File: src/rtl/flash_seq_pkg.sv
package flash_seq_pkg;

  localparam int unsigned UNLOCK_W = 11;
  localparam int unsigned ID_OFF_W = 8;

  localparam logic [UNLOCK_W-1:0] QUERY_WORD = 11'h055;

  localparam logic [7:0] OP_UNLOCK_A   = 8'hAA;
  localparam logic [7:0] OP_UNLOCK_B   = 8'h55;
  localparam logic [7:0] OP_ERASE_SET  = 8'h80;
  localparam logic [7:0] OP_AUTOSEL    = 8'h90;
  localparam logic [7:0] OP_PROGRAM    = 8'hA0;
  localparam logic [7:0] OP_BYPASS     = 8'h20;
  localparam logic [7:0] OP_CHIP_ERASE = 8'h10;
  localparam logic [7:0] OP_SECT_ERASE = 8'h30;
  localparam logic [7:0] OP_SUSPEND    = 8'hB0;
  localparam logic [7:0] OP_QUERY      = 8'h98;
  localparam logic [7:0] OP_RESET      = 8'hF0;

  localparam logic [1:0] MODE_ARRAY   = 2'd0;
  localparam logic [1:0] MODE_AUTOSEL = 2'd1;
  localparam logic [1:0] MODE_QUERY   = 2'd2;
  localparam logic [1:0] MODE_STATUS  = 2'd3;

  typedef enum logic [3:0] {
    ST_IDLE,
    ST_UNL1,
    ST_CMD,
    ST_PROG,
    ST_EUNL0,
    ST_EUNL1,
    ST_ECMD,
    ST_ERASING,
    ST_AUTOSEL,
    ST_QUERY,
    ST_QUERY_NEST
  } seq_state_e;

  typedef struct packed {
    logic prog;
    logic chipErase;
    logic sectErase;
    logic suspend;
    logic resume;
  } seq_stb_t;

endpackage

File: src/rtl/flash_seq_ctrl.sv
module flash_seq_ctrl
  import flash_seq_pkg::*;
(
  input  logic       clk,
  input  logic       rst,
  input  logic       wrEn,
  input  logic [7:0] cmd,
  input  logic       hitU0,
  input  logic       hitU1,
  input  logic       hitQuery,
  input  logic       eraseDone,
  output logic [1:0] readMode,
  output seq_stb_t   stbNext
);

  seq_state_e state, stateNext;
  logic bypass, bypassNext;
  logic suspended, suspendedNext;
  logic chipKind, chipKindNext;
  logic doReset;

  always_comb begin
    stateNext     = state;
    bypassNext    = bypass;
    suspendedNext = suspended;
    chipKindNext  = chipKind;
    stbNext       = '0;
    doReset       = 1'b0;

    if (state == ST_ERASING && eraseDone) begin
      stateNext = bypass ? ST_CMD : ST_IDLE;
    end else if (wrEn) begin
      if (cmd == OP_RESET && state != ST_PROG && state != ST_ERASING) begin
        if (state == ST_QUERY_NEST) stateNext = ST_AUTOSEL;
        else                        doReset   = 1'b1;
      end else begin
        unique case (state)
          ST_IDLE, ST_EUNL0: begin
            if (hitQuery && cmd == OP_QUERY) begin
              stateNext = ST_QUERY;
            end else if (cmd == OP_SECT_ERASE) begin
              if (suspended) begin
                stateNext     = ST_ERASING;
                chipKindNext  = 1'b0;
                suspendedNext = 1'b0;
                stbNext.resume = 1'b1;
              end else begin
                doReset = 1'b1;
              end
            end else if (cmd == OP_SUSPEND) begin
              stateNext = state;
            end else if (hitU0 && cmd == OP_UNLOCK_A) begin
              stateNext = (state == ST_IDLE) ? ST_UNL1 : ST_EUNL1;
            end else begin
              doReset = 1'b1;
            end
          end
          ST_UNL1, ST_EUNL1: begin
            if (hitU1 && cmd == OP_UNLOCK_B)
              stateNext = (state == ST_UNL1) ? ST_CMD : ST_ECMD;
            else
              doReset = 1'b1;
          end
          ST_CMD: begin
            if (!bypass && !hitU0) begin
              doReset = 1'b1;
            end else begin
              unique case (cmd)
                OP_BYPASS:    bypassNext = 1'b1;
                OP_ERASE_SET: stateNext  = ST_EUNL0;
                OP_AUTOSEL:   stateNext  = ST_AUTOSEL;
                OP_PROGRAM:   stateNext  = ST_PROG;
                default:      doReset    = 1'b1;
              endcase
            end
          end
          ST_PROG: begin
            stbNext.prog = 1'b1;
            stateNext    = bypass ? ST_CMD : ST_IDLE;
          end
          ST_AUTOSEL: begin
            if (hitQuery && cmd == OP_QUERY) stateNext = ST_QUERY_NEST;
            else                              doReset   = 1'b1;
          end
          ST_ECMD: begin
            if (suspended) begin
              doReset = 1'b1;
            end else if (cmd == OP_CHIP_ERASE && hitU0) begin
              stateNext         = ST_ERASING;
              chipKindNext      = 1'b1;
              stbNext.chipErase = 1'b1;
            end else if (cmd == OP_SECT_ERASE) begin
              stateNext         = ST_ERASING;
              chipKindNext      = 1'b0;
              stbNext.sectErase = 1'b1;
            end else begin
              doReset = 1'b1;
            end
          end
          ST_ERASING: begin
            if (!chipKind && cmd == OP_SUSPEND) begin
              stateNext       = ST_IDLE;
              suspendedNext   = 1'b1;
              stbNext.suspend = 1'b1;
            end
          end
          default: doReset = 1'b1;
        endcase
      end
    end

    if (doReset) begin
      stateNext  = ST_IDLE;
      bypassNext = 1'b0;
    end
  end

  always_ff @(posedge clk) begin
    if (rst) begin
      state     <= ST_IDLE;
      bypass    <= 1'b0;
      suspended <= 1'b0;
      chipKind  <= 1'b0;
    end else begin
      state     <= stateNext;
      bypass    <= bypassNext;
      suspended <= suspendedNext;
      chipKind  <= chipKindNext;
    end
  end

  always_comb begin
    unique case (state)
      ST_AUTOSEL:              readMode = MODE_AUTOSEL;
      ST_QUERY, ST_QUERY_NEST: readMode = MODE_QUERY;
      ST_PROG, ST_ERASING:     readMode = MODE_STATUS;
      default:                 readMode = MODE_ARRAY;
    endcase
  end

endmodule

File: src/rtl/flash_seq_dp.sv
module flash_seq_dp
  import flash_seq_pkg::*;
#(
  parameter int unsigned BUS_BYTES = 2,
  parameter int unsigned ADDR_W    = 20,
  parameter int unsigned DATA_W    = 16,
  parameter logic [DATA_W-1:0] ID0 = 16'h0001,
  parameter logic [DATA_W-1:0] ID1 = 16'h227E,
  parameter logic [DATA_W-1:0] ID2 = 16'h2221,
  parameter logic [DATA_W-1:0] ID3 = 16'h2201
) (
  input  logic                clk,
  input  logic                rst,
  input  logic [ADDR_W-1:0]   wrAddr,
  input  logic [DATA_W-1:0]   wrData,
  input  logic [UNLOCK_W-1:0] unlockAddr0,
  input  logic [UNLOCK_W-1:0] unlockAddr1,
  input  logic [DATA_W-1:0]   oldData,
  input  logic [ID_OFF_W-1:0] idOffset,
  input  seq_stb_t            stbNext,
  output logic [7:0]          cmd,
  output logic                hitU0,
  output logic                hitU1,
  output logic                hitQuery,
  output logic [DATA_W-1:0]   idData,
  output logic                idValid,
  output logic                progStrobe,
  output logic [ADDR_W-1:0]   progAddr,
  output logic [DATA_W-1:0]   progData,
  output logic                chipEraseStrobe,
  output logic                sectorEraseStrobe,
  output logic [ADDR_W-1:0]   eraseAddr,
  output logic                suspendStrobe,
  output logic                resumeStrobe
);

  localparam int unsigned SHIFT = (BUS_BYTES == 4) ? 2 : (BUS_BYTES == 2) ? 1 : 0;

  logic [UNLOCK_W-1:0] wordLow;

  generate
    if (SHIFT == 0) begin : g_bus8
      assign wordLow = wrAddr[UNLOCK_W-1:0];
    end else begin : g_busWide
      assign wordLow = wrAddr[SHIFT +: UNLOCK_W];
    end
  endgenerate

  assign cmd      = wrData[7:0];
  assign hitU0    = (wordLow == unlockAddr0);
  assign hitU1    = (wordLow == unlockAddr1);
  assign hitQuery = (wordLow == QUERY_WORD);

  always_comb begin
    idValid = 1'b1;
    unique case (idOffset)
      8'h00:   idData = ID0;
      8'h01:   idData = ID1;
      8'h02:   idData = '0;
      8'h0E:   idData = ID2;
      8'h0F:   idData = ID3;
      default: begin
        idData  = '0;
        idValid = 1'b0;
      end
    endcase
  end

  always_ff @(posedge clk) begin
    if (rst) begin
      progStrobe        <= 1'b0;
      chipEraseStrobe   <= 1'b0;
      sectorEraseStrobe <= 1'b0;
      suspendStrobe     <= 1'b0;
      resumeStrobe      <= 1'b0;
      progAddr          <= '0;
      progData          <= '0;
      eraseAddr         <= '0;
    end else begin
      progStrobe        <= stbNext.prog;
      chipEraseStrobe   <= stbNext.chipErase;
      sectorEraseStrobe <= stbNext.sectErase;
      suspendStrobe     <= stbNext.suspend;
      resumeStrobe      <= stbNext.resume;
      if (stbNext.prog) begin
        progAddr <= wrAddr;
        progData <= wrData & oldData;
      end
      if (stbNext.chipErase || stbNext.sectErase) eraseAddr <= wrAddr;
    end
  end

endmodule

File: src/rtl/flash_cmd_seq.sv
module flash_cmd_seq
  import flash_seq_pkg::*;
#(
  parameter int unsigned BUS_BYTES = 2,
  parameter int unsigned ADDR_W    = 20,
  parameter int unsigned DATA_W    = 16,
  parameter logic [DATA_W-1:0] ID0 = 16'h0001,
  parameter logic [DATA_W-1:0] ID1 = 16'h227E,
  parameter logic [DATA_W-1:0] ID2 = 16'h2221,
  parameter logic [DATA_W-1:0] ID3 = 16'h2201
) (
  input  logic              clk,
  input  logic              rst,
  input  logic              wrEn,
  input  logic [ADDR_W-1:0] wrAddr,
  input  logic [DATA_W-1:0] wrData,
  input  logic [10:0]       unlockAddr0,
  input  logic [10:0]       unlockAddr1,
  input  logic [DATA_W-1:0] oldData,
  input  logic              eraseDone,
  input  logic [7:0]        idOffset,
  output logic [1:0]        readMode,
  output logic [DATA_W-1:0] idData,
  output logic              idValid,
  output logic              progStrobe,
  output logic [ADDR_W-1:0] progAddr,
  output logic [DATA_W-1:0] progData,
  output logic              chipEraseStrobe,
  output logic              sectorEraseStrobe,
  output logic [ADDR_W-1:0] eraseAddr,
  output logic              suspendStrobe,
  output logic              resumeStrobe
);

  seq_stb_t   stbNext;
  logic [7:0] cmd;
  logic       hitU0, hitU1, hitQuery;

  flash_seq_ctrl i_ctrl (
    .clk       (clk),
    .rst       (rst),
    .wrEn      (wrEn),
    .cmd       (cmd),
    .hitU0     (hitU0),
    .hitU1     (hitU1),
    .hitQuery  (hitQuery),
    .eraseDone (eraseDone),
    .readMode  (readMode),
    .stbNext   (stbNext)
  );

  flash_seq_dp #(
    .BUS_BYTES (BUS_BYTES),
    .ADDR_W    (ADDR_W),
    .DATA_W    (DATA_W),
    .ID0       (ID0),
    .ID1       (ID1),
    .ID2       (ID2),
    .ID3       (ID3)
  ) i_dp (
    .clk               (clk),
    .rst               (rst),
    .wrAddr            (wrAddr),
    .wrData            (wrData),
    .unlockAddr0       (unlockAddr0),
    .unlockAddr1       (unlockAddr1),
    .oldData           (oldData),
    .idOffset          (idOffset),
    .stbNext           (stbNext),
    .cmd               (cmd),
    .hitU0             (hitU0),
    .hitU1             (hitU1),
    .hitQuery          (hitQuery),
    .idData            (idData),
    .idValid           (idValid),
    .progStrobe        (progStrobe),
    .progAddr          (progAddr),
    .progData          (progData),
    .chipEraseStrobe   (chipEraseStrobe),
    .sectorEraseStrobe (sectorEraseStrobe),
    .eraseAddr         (eraseAddr),
    .suspendStrobe     (suspendStrobe),
    .resumeStrobe      (resumeStrobe)
  );

endmodule

File: config.mk
export PLATFORM = sky130hd
export DESIGN_NAME = flash_cmd_seq
export DESIGN_NICKNAME = d
export VERILOG_FILES = /design/src/rtl/flash_seq_pkg.sv /design/src/rtl/flash_seq_ctrl.sv /design/src/rtl/flash_seq_dp.sv /design/src/rtl/flash_cmd_seq.sv
export SDC_FILE = /design/constraint.sdc
export NUM_CORES = 1
export LEC_CHECK = 0
export BUFFER_PORTS_ARGS = -buffer_cell sky130_fd_sc_hd__buf_2
export CAP_MARGIN = 20
export CORE_AREA = 2 2 88 90
export CTS_CLUSTER_SIZE = 8
export DETAILED_ROUTE_END_ITERATION = 10
export DIE_AREA = 0 0 90 92
export PLACE_DENSITY = 0.89
export SYNTH_ARGS = -nofsm -noshare
export SYNTH_HDL_FRONTEND = slang
export SYNTH_SLANG_ARGS = --single-unit
File: constraint.sdc
create_clock -name clk -period 4.78 [get_ports clk]
set_input_delay 0.239 -clock clk [delete_from_list [all_inputs] [get_ports clk]]
set_output_delay 0.239 -clock clk [all_outputs]
set_load 0.02 [all_outputs]
Word-level counts from Yosys, hierarchy flattened. Cells that the tools add are included.

Mux-type cells: 66. Bitwise logic cells: 8. Reduce and logical (&&, ||, !) cells: 32. Eq/ne operators: 47.

Operator list (count): 4-bit two-way mux (16); 8-bit equality test (second input constant) (7); 14-bit case mux with 4 select lines (1); 1-bit two-way mux (35); 4-bit case mux with 7 select lines (1); 11-bit equality test (2); 16-bit AND (1); 4-bit by 3-bit equality test with 1-bit output (second input constant) (4); 8-bit by 4-bit equality test with 1-bit output (second input constant) (2); 8-bit by 6-bit equality test with 1-bit output (second input constant) (2); 5-bit two-way mux (3); 13-bit AND reduction (1); 4-bit equality test (second input constant) (3); 6-bit by 2-bit != test with 1-bit output (second input constant) (2); 4-bit case mux with 3 select lines (1); 11-bit by 7-bit equality test with 1-bit output (second input constant) (1); 2-bit OR reduction (5); 5-bit OR reduction (2); 1-bit logical AND (9); 9-bit AND reduction (1); 9-bit nonzero test (1); 4-bit by 2-bit equality test with 1-bit output (second input constant) (2); 8-bit by 1-bit equality test with 1-bit output (second input constant) (1); 8-bit by 2-bit equality test with 1-bit output (second input constant) (1); other kinds (29) (49).

Output and inout bits: 80. Input port bits: 86. Bits in registers: 68.

Logic depth before layout (Yosys ltp). Gate-level depths: netlist (run 1).

Depth after elaboration: 11. Gate-level depth with buffers: 9. Depth with buffers taken out: 7.

By module. A second synthesis (run 1) with hierarchy kept.

Cell total of the unflattened synthesis: 460. Area, all modules: 3717.3 um2.

By module, submodules not included: flash_seq_dp (area an instance 2617.5 um2, times used 1, cells an instance 300); flash_seq_ctrl (area an instance 1099.8 um2, times used 1, cells an instance 160).

Worst setup path after synthesis (run 1). Ideal clock, no wire load.

Path type: input -> register. Start: input port wrData[0]. End: register i_ctrl.state[2]. Setup slack: 2.632 ns. Library setup time: 0.075 ns. Stages on the path: 6. Path buffers: 0. Arrival: 2.072 ns. Path through: or3_4 -> nor4_4 -> a31oi_1 -> or3_4 -> or4_1 -> a31oi_1.

Longest elaborated chain between the ends: 11.

RTL lines: start, declared (RTL line flash_cmd_seq.sv:16) `input logic [DATA_W-1:0] wrData,`; 8-bit equality test (RTL line flash_seq_ctrl.sv:52) `end else if (hitU0 && cmd == OP_UNLOCK_A) begin`; 1-bit logical AND (RTL line flash_seq_ctrl.sv:52); 1-bit two-way mux (RTL line flash_seq_ctrl.sv:52); 1-bit two-way mux (RTL line flash_seq_ctrl.sv:50) `end else if (cmd == OP_SUSPEND) begin`; 1-bit two-way mux (RTL line flash_seq_ctrl.sv:41) `end else if (cmd == OP_SECT_ERASE) begin`; 1-bit two-way mux (RTL line flash_seq_ctrl.sv:39) `if (hitQuery && cmd == OP_QUERY) begin`; 1-bit case mux with 6 select lines (RTL line flash_seq_ctrl.sv:37) `unique case (state)`; 1-bit two-way mux (RTL line flash_seq_ctrl.sv:33) `if (cmd == OP_RESET && state != ST_PROG && state != ST_ERASING) begin`; 1-bit two-way mux (RTL line flash_seq_ctrl.sv:32) `end else if (wrEn) begin`; 1-bit two-way mux (RTL line flash_seq_ctrl.sv:30) `if (state == ST_ERASING && eraseDone) begin`; 2-bit OR reduction (no line); end signal, assigned (RTL line flash_seq_ctrl.sv:125) `state <= stateNext;`; end, declared (RTL line flash_seq_ctrl.sv:16) `seq_state_e state, stateNext;`.

Several ways; a longest one is shown, not always the timed one. The select of a mux whose other input is x is not followed. A chain may end at the register's enable or synchronous reset.

Worst setup path in the final report (run 1).
Start: register i_ctrl.state[0]. End: register i_dp.eraseAddr[10].

Longest elaborated chain between the ends: 7.

RTL lines: 4-bit by 2-bit != test with 1-bit output (RTL line flash_seq_ctrl.sv:33); 1-bit logical AND (2 in a row) (RTL line flash_seq_ctrl.sv:33); 5-bit two-way mux (RTL line flash_seq_ctrl.sv:33); 5-bit two-way mux (RTL line flash_seq_ctrl.sv:32); 5-bit two-way mux (*) (RTL line flash_seq_ctrl.sv:30); 1-bit logical OR (*) (RTL line flash_seq_dp.sv:89) `if (stbNext.chipErase || stbNext.sectErase) eraseAddr <= wrAddr;`; end signal, assigned (RTL line flash_seq_dp.sv:89); end, declared (RTL line flash_seq_dp.sv:32) `output logic [ADDR_W-1:0] eraseAddr,`.

Mark *: on every way between the ends. The rest lies on a longest branch, timed or not.

==> results of run 1 <==
## state kept, by name (all words and copies together), names as in the netlist
signal / count
i_dp.sectorEraseStrobe: 1
i_dp.suspendStrobe: 1
i_ctrl.bypass: 1
i_dp.resumeStrobe: 1
i_ctrl.suspended: 1
i_ctrl.state: 4
i_dp.eraseAddr: 20
i_dp.progStrobe: 1
i_dp.chipEraseStrobe: 1
i_dp.progData: 16
i_dp.progAddr: 20
i_ctrl.chipKind: 1
## worst paths after layout
kind | startpoint | endpoint | depth (start not counted)
worst min-delay path | wrAddr[15] | i_dp.progAddr[15] | 3
worst max register to register | i_ctrl.state[0] | i_dp.eraseAddr[10] | 7
worst min register to register | i_dp.progData[1] | i_dp.progData[1] | 2
worst max-delay path | i_ctrl.state[0] | i_dp.eraseAddr[10] | 7
## cell families after synthesis
logic type	Yosys count	share of synthesized area, %
buffers and inverters	39	6.05
muxes	22	6.27
AOI/OAI and AO/OA	84	13.9
DFF	68	38.5
other	1	0.106
and+or+nand+nor	201	29.7
xor gates and xnor gates	22	5.45
## tightest hold or removal path: cells and delay by family
kind	cells	cell delay, ns
buffers and inverters	1	0.11
and+or+nand+nor	1	0.05
AOI/OAI and AO/OA	1	0.05
## layer usage
| metal | GRT usage [%] | vias to the layer above | part of all wire (%) |
|---|---|---|---|
| li1 | - | 1816 | - |
| met1 | 30.3 | 1763 | 40 |
| met2 | 43.9 | 208 | 49 |
| met3 | 8.22 | 20 | 9.9 |
| met4 | 8.46 | 0 | 1.8 |
| met5 | 0 | - | 0 |
## metrics by stage
stage | instances | setup slack (ns) | hold WS, ns
final | 688 | 2.02 | 0.146
after detailed placement | 672 | 2.10 | 0.443
after floorplan | 443 | 2.63 | 0.375
after global routing | 688 | 1.73 | 0.146
after CTS | 688 | 2.08 | 0.138
after global placement | 672 | 2.14 | 0.435
## cells in the mapped netlist, types with 3 or more instances
cell type	n	share of area [%]
a21oi_1	50	7.1
a31oi_1	3	0.53
and3_1	6	1.1
buf_4	12	2.5
clkbuf_1	18	1.9
dfxtp_1	68	39
inv_1	5	0.53
mux2i_1	21	5.9
nand2_1	75	8.0
nand3_1	23	3.3
nand3b_1	3	0.64
nand4_1	9	1.6
nor2_1	35	3.7
nor3_1	7	0.99
nor3b_1	3	0.64
nor4_1	9	1.6
nor4b_1	4	0.99
o21ai_0	9	1.3
xnor2_1	22	5.5
## where the power goes
group          internal (W)  leakage (nW)  switching [W]
Clock              0.000241        0.0927       0.000230
Sequential         0.000566         0.547   0.0000000413
Combinational     0.0000473          1.24      0.0000656
## layout make-up
cell class	instances	area, µm²
Multi-Input combinational cell	336	2000
Timing Repair Buffer	161	813
Clock inverter	6	63.8
Tap cell	102	128
Sequential cell	68	1360
Clock buffer	10	128
Inverter	5	18.8
Fill cell	669	2940
==> results_tabular.tex, run 1 <==
\begin{tabular}{lr}
\hline
Metric & Value \\
\hline
\multicolumn{2}{l}{\textbf{Clocking}} \\
\quad \# clock sinks & 68 \\
\quad Number of gates given a new drive strength after cts & 0 \\
\quad Insertion delay to the later sink of the worst-skew pair & 0.34 ns \\
\quad TritonCTS Buffers & 9 \\
\quad Hold buffer count at cts & 0 \\
\quad Setup bufs post-CTS & 0 \\
\quad Clock slew at the register clock pins of the worst setup and hold paths & 0.07 ns \\
\quad CTS Root Buffer Type & clkbuf\_8 \\
\quad Number of H-tree branching levels & 3 \\
\quad Maximum clock insertion buffer count & 2 \\
\quad Clock tree from TritonCTS & built \\
\multicolumn{2}{l}{\textbf{Synth}} \\
\quad Sequential element share of the synthesized area & 38.5\% \\
\quad Proportion of register bits with asynchronous set or reset after synthesis & 0\% \\
\quad Count of flip-flops with a built-in enable after synthesis & 0 \\
\quad Mean post-synth cell area & 8.09 µm² \\
\quad Total of warnings raised by yosys & 0 \\
\quad Gate count after technology mapping & 437 \\
\quad Number of register bits inferred by synthesis & 68 \\
\quad Mapped cell area & 0.00353 mm² \\
\quad Synth unique cells & 57 \\
\quad Leading register cell type out of synthesis & dfxtp\_1 \\
\multicolumn{2}{l}{\textbf{Cells and area}} \\
\quad Antenna diode count & 0 \\
\quad Fraction of layout cells with a size suffix above 1 & 32.9\% \\
\quad Count of nets after finishing & 667 \\
\quad Post-layout utilization of the core & 60.6\% \\
\quad Most used cells in the layout excluding fill and tap cells & buf\_2 (158), nand2\_1 (75), dfxtp\_1 (68), a21oi\_1 (50), nor2\_1 (35) \\
\quad Layout-stage area growth over the synthesis result & 27.6\% \\
\quad Final Cell Area & 0.00451 mm² \\
\quad Most common cell after layout, fill and taps aside & buf\_2 \\
\multicolumn{2}{l}{\textbf{Critical path}} \\
\quad Kind of launch point of the worst setup path & flop \\
\quad Worst setup EP type & flop \\
\quad Maximum cell stage delay along the critical path & 0.73 ns \\
\quad Critical path data arrival time & 2.97 ns \\
\quad Count of buffer and inverter cells on the critical path & 1 \\
\quad Worst-path maximum fanout & 20 \\
\quad Crit-path slowest cell & dfxtp\_1 \\
\quad Data required time at the worst endpoint & 4.99 ns \\
\quad Cell type group with the largest total delay on the critical path & simple AND/OR/NAND/NOR gates \\
\quad Reg-to-reg setup timing slack & 2.02 ns \\
\quad Crit Path Class & reg2reg \\
\quad Worst path cell trace & nand3b\_1, nand4\_1, nand3\_1, a211oi\_4, buf\_4, mux2i\_1, nor2\_1 \\
\multicolumn{2}{l}{\textbf{Detailed routing}} \\
\quad Total wire length after detailed routing & 10800 µm \\
\quad Vias & 3807 \\
\quad Number of design rule violations left after detail routing & 0 \\
\quad Detail-routed via count per cell & 5.53 \\
\quad Post-route antenna net violation count & 0 \\
\quad Detailed router's first-iteration violation count & 248 \\
\quad Number of search-and-repair iterations in the first detailed-routing pass & 5 \\
\quad Routed length per placed instance & 15.7 µm \\
\multicolumn{2}{l}{\textbf{Timing}} \\
\quad Headroom to the max-slew limit & 41.5\% \\
\quad Total setup violations reported at the end of the flow & 0 \\
\quad Slew at the pin closest to its max-slew limit & 0.865 ns \\
\quad Maximum operating frequency & 362 MHz \\
\quad Summed negative setup slack over all endpoints & 0 ns \\
\quad RSZ-0062 raised after global routing & false \\
\quad Pins Over Slew Limit & 0 \\
\quad Skew final & 0.00733 ns \\
\quad Final critical-path required period & 2.76 ns \\
\quad Final period util & 57.7\% \\
\quad Number of hold violations in the final report & 0 \\
\multicolumn{2}{l}{\textbf{Run}} \\
\quad Max-cap check violation count & 0 \\
\multicolumn{2}{l}{\textbf{Outcome}} \\
\quad Outcome & finished clean \\
\multicolumn{2}{l}{\textbf{Global route}} \\
\quad Global route total overflow & 0 \\
\quad Maximum number of pins on one net before global-route repair & 65 \\
\quad First-pass GRT wire length & 17400 µm \\
\quad Via count of the first global-routing pass & 3528 \\
\quad Initial antenna violation count & 0 \\
\quad Total global-route track usage & 25.6\% \\
\multicolumn{2}{l}{\textbf{Place}} \\
\quad Number of buffers added on ports & 158 \\
\quad Placed instance area & 0.00432 mm² \\
\quad Final GP Congestion & 0.969 \\
\quad Final HPWL from detailed placement & 7930 µm \\
\multicolumn{2}{l}{\textbf{Floorplanning}} \\
\quad Standard-cell row count & 32 \\
\quad Placeable core region & 0.00745 mm² \\
\quad Die span in y & 92 µm \\
\quad Initial core utilization & 47.5\% \\
\quad Num ports & 166 \\
\quad Total Die Area & 0.00828 mm² \\
\quad Width of the chip & 90 µm \\
\multicolumn{2}{l}{\textbf{Pwr}} \\
\quad Overall power of the completed layout & 0.00115 W \\
\quad Power per cell area & 255 mW/mm² \\
\quad Worst ir drop on vdd & 0.000146 V \\
\quad Leakage dissipation & 1.88 nW \\
\multicolumn{2}{l}{\textbf{Hold path}} \\
\quad Hold/Removal Path Class & in2reg \\
\hline
\end{tabular}
(Power assumes the default switching activity.)
==> run 2: changes to the inputs <==
Settings changed: ABC_AREA set to 1, CORE_AREA 2 2 88 90 to 2 2 90 92, DIE_AREA 0 0 90 92 to 0 0 92 94, PLACE_DENSITY 0.89 to 0.85.
Clock period 4.78 ns to 2.8 ns, I/O delays scaled along.
==> run 2 against run 1 <==
  * Largest power group unchanged
  * Non-clock buffer count stayed put
  * Sequential power up 71%
  * Synthesized cell count up 23%
  * Total power is 79% higher
  * Global-route usage is 0.60 points lower
  * Sequential share of layout area down 0.050 points
  * Area after synthesis fell by 0.57%
  * Combinational power rose by 68%
==> results_tabular.tex, run 2 <==
\begin{tabular}{lr}
\hline
Metric & Value \\
\hline
\multicolumn{2}{l}{\textbf{Cells and area}} \\
\quad Largest registers & i\_dp.eraseAddr: 20 flops, i\_dp.progAddr: 20 flops, i\_dp.progData: 16 flops \\
\quad Fraction of layout cells with a size suffix above 1 & 28.8\% (-4.2 points) \\
\quad Most used cells in the layout excluding fill and tap cells & buf\_2 (158), nand2\_1 (122), nor2\_1 (71), dfxtp\_1 (68), nand3\_1 (59) \\
\quad Most common cell after layout, fill and taps aside & buf\_2 \\
\quad Antenna diode count & 0 (unchanged) \\
\quad Layout-stage area growth over the synthesis result & 28.6\% \\
\quad Count of nets after finishing & 770 (+15\%) \\
\quad Post-layout utilization of the core & 59.4\% (-1.2 points) \\
\multicolumn{2}{l}{\textbf{Floorplanning}} \\
\quad Die span in y & 94 µm (+2.2\%) \\
\quad Width of the chip & 92 µm (+2.2\%) \\
\quad Initial core utilization & 46.2\% (-1.3 points) \\
\quad Standard-cell row count & 32 (unchanged) \\
\quad Total Die Area & 0.00865 mm² (+4.4\%) \\
\quad Placeable core region & 0.00761 mm² (+2.2\%) \\
\quad Num ports & 166 (unchanged) \\
\multicolumn{2}{l}{\textbf{Clocking}} \\
\quad Maximum clock insertion buffer count & 2 (unchanged) \\
\quad TritonCTS Buffers & 9 (unchanged) \\
\quad Insertion delay to the later sink of the worst-skew pair & 0.35 ns (about the same) \\
\quad Number of H-tree branching levels & 3 (unchanged) \\
\quad Setup bufs post-CTS & 0 (unchanged) \\
\quad Clock tree from TritonCTS & built \\
\quad Hold buffer count at cts & 0 (unchanged) \\
\quad \# clock sinks & 68 (unchanged) \\
\quad CTS Root Buffer Type & clkbuf\_8 \\
\quad Clock slew at the register clock pins of the worst setup and hold paths & 0.08 ns (about the same) \\
\quad Number of gates given a new drive strength after cts & 0 (unchanged) \\
\multicolumn{2}{l}{\textbf{Place}} \\
\quad Final GP Congestion & 0.913 (-5.8\%) \\
\quad Number of buffers added on ports & 158 (unchanged) \\
\quad Pre-CTS setup slack & 0.548 ns (-1.55 ns) \\
\quad Final HPWL from detailed placement & 8290 µm (+4.6\%) \\
\multicolumn{2}{l}{\textbf{Detailed routing}} \\
\quad Vias & 4078 (+7.1\%) \\
\quad Detail-routed via count per cell & 5.16 (-6.7\%) \\
\quad Routed length per placed instance & 14.0 µm (-11\%) \\
\quad Number of design rule violations left after detail routing & 0 (unchanged) \\
\quad Detailed router's first-iteration violation count & 238 (-4.0\%) \\
\quad Total wire length after detailed routing & 11000 µm (+2.2\%) \\
\quad Number of search-and-repair iterations in the first detailed-routing pass & 6 (+1) \\
\quad Post-route antenna net violation count & 0 (unchanged) \\
\multicolumn{2}{l}{\textbf{Timing}} \\
\quad RSZ-0062 raised after global routing & false \\
\quad Summed negative setup slack over all endpoints & 0 ns (unchanged) \\
\quad Maximum operating frequency & 452 MHz (+25\%) \\
\quad Skew final & 0.0139 ns (+0.00653 ns) \\
\quad Final period util & 79.0\% (+21 points) \\
\quad Headroom to the max-slew limit & 40.5\% (-1.1 points) \\
\quad Slew at the pin closest to its max-slew limit & 0.892 ns (+0.0273 ns) \\
\quad Worst hold slack across all endpoints & 0.0333 ns (-0.113 ns) \\
\quad Number of hold violations in the final report & 0 (unchanged) \\
\quad Final critical-path required period & 2.21 ns (-0.549 ns) \\
\quad Least setup slack across all paths after layout & 0.588 ns (-1.43 ns) \\
\quad Pins Over Slew Limit & 0 (unchanged) \\
\quad Total setup violations reported at the end of the flow & 0 (unchanged) \\
\multicolumn{2}{l}{\textbf{Global route}} \\
\quad Initial antenna violation count & 0 (unchanged) \\
\quad Maximum number of pins on one net before global-route repair & 34 (-48\%) \\
\quad Total global-route track usage & 25.0\% (-0.60 points) \\
\quad Via count of the first global-routing pass & 3734 (+5.8\%) \\
\quad Global route total overflow & 0 (unchanged) \\
\quad First-pass GRT wire length & 17200 µm (-0.92\%) \\
\multicolumn{2}{l}{\textbf{Synth}} \\
\quad Most repeated cell in the gate-level netlist after synthesis & nand2\_1 \\
\quad Leading register cell type out of synthesis & dfxtp\_1 \\
\quad Gate count after technology mapping & 536 (+23\%) \\
\quad Count of flip-flops with a built-in enable after synthesis & 0 (unchanged) \\
\quad Proportion of register bits with asynchronous set or reset after synthesis & 0\% (unchanged) \\
\quad Simple-gate share of the synthesized area & 33.9\% (+4.2 points) \\
\quad Mapped cell area & 0.00351 mm² (-0.57\%) \\
\quad Mean post-synth cell area & 6.56 µm² (-19\%) \\
\quad Mux share of post-synthesis cell area & 0\% (-6.3 points) \\
\quad Synthesized-area fraction occupied by ao, oa, aoi and oai cells & 14.4\% (+0.54 points) \\
\quad Xor and xnor fraction of the mapped netlist area & 2.24\% (-3.2 points) \\
\quad Most instantiated cells after synthesis & nand2\_1 (122), nor2\_1 (71), dfxtp\_1 (68) \\
\quad Main combinational cell family by area after synthesis & simple AND/OR/NAND/NOR gates \\
\quad Sequential element share of the synthesized area & 38.7\% (+0.22 points) \\
\quad Number of register bits inferred by synthesis & 68 (unchanged) \\
\quad Adder-cell share of the synthesized area & 0\% (unchanged) \\
\quad Synth unique cells & 27 (-53\%) \\
\quad Leading post-synthesis cells by cell area & dfxtp\_1 (39\%), nand2\_1 (13\%), nand3\_1 (8.4\%) \\
\quad Total of warnings raised by yosys & 0 (unchanged) \\
\quad Cell accounting for the most synthesized area & dfxtp\_1 \\
\quad Post-synth top area share & 38.7\% (+0.22 points) \\
\multicolumn{2}{l}{\textbf{Pwr}} \\
\quad Overall power of the completed layout & 0.00206 W (+79\%) \\
\quad Worst ir drop on vdd & 0.000272 V (+86\%) \\
\quad Leakage dissipation & 2.32 nW (+24\%) \\
\quad Power per cell area & 457 mW/mm² (+79\%) \\
\multicolumn{2}{l}{\textbf{Hold path}} \\
\quad Hold/Removal Path Class & in2reg \\
\quad Hold path depth & 3 (unchanged) \\
\quad Hold Startpoint & wrAddr[17] \\
\quad Worst Hold Endpoint & i\_dp.progAddr[17] \\
\multicolumn{2}{l}{\textbf{Critical path}} \\
\quad Beginning of the critical path & i\_ctrl.state[1] \\
\quad Worst setup EP type & flop \\
\quad Kind of launch point of the worst setup path & flop \\
\quad Cells on worst reg2reg path & 8 (+1) \\
\quad Worst-path maximum fanout & 29 (+45\%) \\
\quad Critical path data arrival time & 2.49 ns (-0.48 ns) \\
\quad Reg2Reg Launch Point & i\_ctrl.state[1] \\
\quad Crit Path Class & reg2reg \\
\quad End of the worst register-to-register path & i\_dp.eraseAddr[7] \\
\quad Reg-to-reg setup timing slack & 0.59 ns (-1.43 ns) \\
\quad Data required time at the worst endpoint & 3.07 ns (-1.92 ns) \\
\multicolumn{2}{l}{\textbf{Run}} \\
\quad Max-cap check violation count & 0 (unchanged) \\
\multicolumn{2}{l}{\textbf{Outcome}} \\
\quad Outcome & finished clean \\
\hline
\end{tabular}
-- run 2: cell count changes in the layout (fill, tap and decap cells not counted), sizes merged, moves of 21 or more --
cell   previous run  this run
o21ai            10        41
inv               6        52
nor2             35        77
nand3            25        61
nand2            76       124
mux2i            21         0
-- run 2: how the worst max path moves through the flow --
| stage | to | slack [ns] | cells past startpoint |
|---|---|---|---|
| global placement | i_dp.eraseAddr[1] | 0.61 | 10 |
| floorplan | i_ctrl.state[0] | 1.16 | 12 |
| global route | i_dp.eraseAddr[7] | 0.34 | 8 |
| CTS | i_dp.eraseAddr[7] | 0.66 | 8 |
| detailed placement | i_dp.eraseAddr[7] | 0.55 | 10 |
| finish | i_dp.eraseAddr[7] | 0.59 | 8 |
-- run 2: area by class of cell --
cell class / instances / area (µm²)
clock inverter: 6 / 90.1
clock buffer: 9 / 124
inverter: 52 / 195
timing repair buffer: 161 / 813
multi-input combinational: 392 / 1810
fill: 734 / 3090
tap: 102 / 128
sequential: 68 / 1360
-- run 2: layer usage --
layer / up-vias / global-route usage [%] / part of all wire [%]
met5: - / 0 / 0
met4: 0 / 7.96 / 1.8
met3: 17 / 5.78 / 8.1
met2: 204 / 44.2 / 49
met1: 1836 / 30.0 / 41
li1: 2021 / - / -
-- run 2: report_power, final --
part / leakage, nW / switching, W / total (W) / internal (W)
clock network: 0.105 / 0.000410 / 0.000908 / 0.000498
registers: 0.547 / 0.0000000951 / 0.000966 / 0.000966
logic: 1.67 / 0.000117 / 0.000190 / 0.0000732
-- run 2: cell families (layout without fill, tap and decap cells) --
| family | count (synthesis) | in the layout |
|---|---|---|
| DFF | 68 | 68 |
| other | 1 | 7 |
| and+or+nand+nor | 277 | 277 |
| buffers and inverters | 82 | 228 |
| xor gates and xnor gates | 9 | 9 |
| AOI/OAI and AO/OA | 99 | 99 |
-- run 2: worst max-delay path, stage by stage (launching register included) --
cell and delay [ns]:
dfxtp_1 0.42, inv_2 0.06, nor2_1 0.16, inv_1 0.13, nor2_4 0.19, nand3_2 0.30
nand2_2 0.51, o21ai_0 0.17, a21oi_1 0.18
-- run 2: per-stage QoR --
| stage | cells | area, µm² |
|---|---|---|
| finish | 790 | 4520 |
| CTS | 790 | 4520 |
| global placement | 775 | 4310 |
| detailed placement | 775 | 4310 |
| floorplan | 542 | 3540 |
| global route | 790 | 4520 |
==> run 3: changes to the inputs <==
Clock period 2.8 ns to 2.3 ns, I/O delays scaled along.
==> run 3 against run 2 <==
  * Sequential share of layout area is essentially flat
  * Non-clock buffer count grew 2
  * Maximum frequency grew 17%
  * Final area grew 0.14%
  * Clock power grew 8.3%
  * Count of clock-buffer cells in the layout grew 1
  * Final cell count grew 0.38%
  * Critical path type unchanged
  * Critical endpoint is now i_ctrl.state[2]
  * Highest routed layer unchanged
==> results_tabular.tex, run 3 (synthesized netlist as in run 2, its figures left out) <==
\begin{tabular}{lr}
\hline
Metric & Value \\
\hline
\multicolumn{2}{l}{\textbf{Detailed routing}} \\
\quad Number of search-and-repair iterations in the first detailed-routing pass & 5 (-1) \\
\quad Vias & 4147 (+1.7\%) \\
\quad Detailed router's first-iteration violation count & 245 (+2.9\%) \\
\quad Amount of wire on met2 after detailed routing & 5200 µm (-4.3\%) \\
\quad Detail-routed via count per cell & 5.23 (+1.3\%) \\
\quad Post-route antenna net violation count & 0 (unchanged) \\
\quad Post-route met1 wirelength & 4430 µm (-2.0\%) \\
\quad Number of design rule violations left after detail routing & 0 (unchanged) \\
\quad Highest routed layer & met4 \\
\quad Met3 WL & 958 µm (+7.2\%) \\
\quad Routed length per placed instance & 13.7 µm (-2.4\%) \\
\quad Total wire length after detailed routing & 10800 µm (-2.0\%) \\
\multicolumn{2}{l}{\textbf{Floorplanning}} \\
\quad Total Die Area & 0.00865 mm² (unchanged) \\
\quad Die span in y & 94 µm (unchanged) \\
\quad Standard-cell row count & 32 (unchanged) \\
\quad Num ports & 166 (unchanged) \\
\quad Width of the chip & 92 µm (unchanged) \\
\quad Placeable core region & 0.00761 mm² (unchanged) \\
\quad Initial core utilization & 46.2\% (unchanged) \\
\multicolumn{2}{l}{\textbf{Clocking}} \\
\quad TritonCTS Buffers & 9 (unchanged) \\
\quad \# clock sinks & 68 (unchanged) \\
\quad CTS Root Buffer Type & clkbuf\_8 \\
\quad Number of H-tree branching levels & 3 (unchanged) \\
\quad Hold buffer count at cts & 0 (unchanged) \\
\quad Clock tree from TritonCTS & built \\
\quad Clock slew at the register clock pins of the worst setup and hold paths & 0.07 ns (about the same) \\
\quad Setup bufs post-CTS & 0 (unchanged) \\
\quad Maximum clock insertion buffer count & 2 (unchanged) \\
\quad Number of gates given a new drive strength after cts & 0 (unchanged) \\
\quad Insertion delay to the later sink of the worst-skew pair & 0.35 ns (about the same) \\
\multicolumn{2}{l}{\textbf{Cells and area}} \\
\quad Non-filler instance count after layout & 793 (+0.38\%) \\
\quad Most used cells in the layout excluding fill and tap cells & buf\_2 (158), nand2\_1 (122), nor2\_1 (71), dfxtp\_1 (68), nand3\_1 (59) \\
\quad Most common cell after layout, fill and taps aside & buf\_2 \\
\quad Fill cell instance count of the final layout & 711 (-3.1\%) \\
\quad Layout-stage area growth over the synthesis result & 28.8\% \\
\quad Area taken by multi-input logic gates & 0.00181 mm² (unchanged) \\
\quad Fraction of layout cells with a size suffix above 1 & 28.9\% (+0.16 points) \\
\quad Flip-flop and latch area & 0.00136 mm² (unchanged) \\
\quad Largest registers & i\_dp.eraseAddr: 20 flops, i\_dp.progAddr: 20 flops, i\_dp.progData: 16 flops \\
\quad Antenna diode count & 0 (unchanged) \\
\quad Count of nets after finishing & 772 (+0.26\%) \\
\multicolumn{2}{l}{\textbf{Outcome}} \\
\quad Outcome & finished clean \\
\multicolumn{2}{l}{\textbf{Global route}} \\
\quad Total global-route track usage & 24.5\% (-0.46 points) \\
\quad First-pass GRT wire length & 17000 µm (-0.96\%) \\
\quad Maximum number of pins on one net before global-route repair & 40 (+18\%) \\
\quad Via count of the first global-routing pass & 3753 (+0.51\%) \\
\quad Initial antenna violation count & 0 (unchanged) \\
\quad Global route total overflow & 0 (unchanged) \\
\multicolumn{2}{l}{\textbf{Critical path}} \\
\quad Worst setup EP type & flop \\
\quad Worst-path maximum fanout & 6 (-79\%) \\
\quad Data required time at the worst endpoint & 2.53 ns (-0.54 ns) \\
\quad Most frequent CP cell & nand2\_1 \\
\quad Beginning of the critical path & i\_ctrl.state[0] \\
\quad Reg2Reg Launch Point & i\_ctrl.state[0] \\
\quad Count of buffer and inverter cells on the critical path & 3 (+1) \\
\quad Critical path data arrival time & 2.12 ns (-0.37 ns) \\
\quad Crit-path slowest cell & dfxtp\_1 \\
\quad Worst path cell trace & nand2\_1, nor2\_1, inv\_2, nor2\_1, inv\_2, nand2\_1, inv\_1, nand2\_1, nand2\_1, nand2\_1, a21oi\_1 \\
\quad Maximum cell stage delay along the critical path & 0.44 ns (-0.07 ns) \\
\quad Kind of launch point of the worst setup path & flop \\
\quad Cell type group with the largest total delay on the critical path & simple AND/OR/NAND/NOR gates \\
\quad Crit Path Class & reg2reg \\
\multicolumn{2}{l}{\textbf{Timing}} \\
\quad Summed negative setup slack over all endpoints & 0 ns (unchanged) \\
\quad RSZ-0062 raised after global routing & false \\
\quad Skew final & 0.0104 ns (-0.00341 ns) \\
\quad Total setup violations reported at the end of the flow & 0 (unchanged) \\
\quad Worst hold slack across all endpoints & 0.0111 ns (-0.0221 ns) \\
\quad Final critical-path required period & 1.89 ns (-0.325 ns) \\
\quad Pins Over Slew Limit & 0 (unchanged) \\
\quad Final period util & 82.0\% (+3.1 points) \\
\quad Headroom to the max-slew limit & 65.0\% (+25 points) \\
\quad Maximum operating frequency & 530 MHz (+17\%) \\
\quad Slew at the pin closest to its max-slew limit & 0.523 ns (-0.370 ns) \\
\quad Number of hold violations in the final report & 0 (unchanged) \\
\multicolumn{2}{l}{\textbf{Pwr}} \\
\quad Switching power total & 0.000622 W (+18\%) \\
\quad Worst ir drop on vdd & 0.000376 V (+38\%) \\
\quad Portion of total power attributed to sequential cells & 49.2\% (+2.4 points) \\
\quad Clock Power Share & 41.1\% (-2.9 points) \\
\quad Leakage dissipation & 2.33 nW (about the same) \\
\quad Switching power as a share of total power & 26.0\% (+0.50 points) \\
\quad Internal Power & 0.00177 W (+15\%) \\
\quad Power per cell area & 528 mW/mm² (+16\%) \\
\quad Part of the power in combinational logic & 9.7\% (+0.5 points) \\
\multicolumn{2}{l}{\textbf{Run}} \\
\quad Max-cap check violation count & 0 (unchanged) \\
\multicolumn{2}{l}{\textbf{Hold path}} \\
\quad Hold Startpoint & wrAddr[15] \\
\quad Hold/Removal Path Class & in2reg \\
\multicolumn{2}{l}{\textbf{Place}} \\
\quad Final GP Congestion & 0.951 (+4.2\%) \\
\quad Placed Cells incl. Taps & 777 (+0.26\%) \\
\quad Number of buffers added on ports & 158 (unchanged) \\
\quad Final HPWL from detailed placement & 8190 µm (-1.2\%) \\
\hline
\end{tabular}
run 3: changes by cell type in the layout (fill, tap and decap cells not counted), sizes merged:
cell    change
clkinv      +1
clkbuf      +1
bufinv      -1
buf         +2
run 3: layout make-up:
type / instances / share of cell area [%]
multi-input combinational: 392 / 40.0
timing repair buffer: 163 / 18.6
inverter: 52 / 4.31
tap: 102 / 2.82
sequential: 68 / 30.1
clock buffer: 10 / 2.82
clock inverter: 6 / 1.44
run 3: metal layers:
layer | track usage, % | vias up
met1 | 30.0 | 1873
met4 | 9.58 | 0
met3 | 4.74 | 22
li1 | - | 2024
met2 | 42.5 | 228
met5 | 0 | -
run 3: worst paths after layout:
| path | to | slack (ns) | depth (start not counted) |
|---|---|---|---|
| worst max-delay path | i_ctrl.state[2] | 0.41 | 11 |
| worst min-delay path | i_dp.progAddr[15] | 0.01 | 3 |
| worst max register to register | i_ctrl.state[2] | 0.41 | 11 |
| worst min register to register | i_dp.progData[2] | 0.47 | 2 |
run 3: worst reg2reg max path, stage by stage (launching register included):
cell	delay, ns
dfxtp_1	0.44
nand2_1	0.15
nor2_1	0.22
inv_2	0.07
nor2_1	0.16
inv_2	0.06
nand2_1	0.19
inv_1	0.09
nand2_1	0.15
nand2_1	0.12
nand2_1	0.08
a21oi_1	0.06
run 3: per-stage QoR:
stage | util [%] | area, µm² | setup WS, ns | power [W]
2_1_floorplan | - | 3540 | 0.664 | 0.00132
3_3_place_gp | 57.0 | 4330 | 0.455 | 0.00143
3_5_place_dp | 57.0 | 4330 | 0.350 | 0.00143
4_1_cts | 59.5 | 4530 | 0.460 | 0.00240
5_1_grt | 59.5 | 4530 | 0.167 | 0.00248
6_report | 59.5 | 4530 | 0.413 | 0.00239
run 3: power by group through the flow:
stage	Combinational (W)	Sequential [W]	Clock [W]
after floorplan	0.000114	0.00120	0
after global placement	0.000223	0.00120	0
after detailed placement	0.000227	0.00120	0
after CTS	0.000228	0.00118	0.000994
after global routing	0.000256	0.00118	0.00105
final	0.000231	0.00118	0.000983
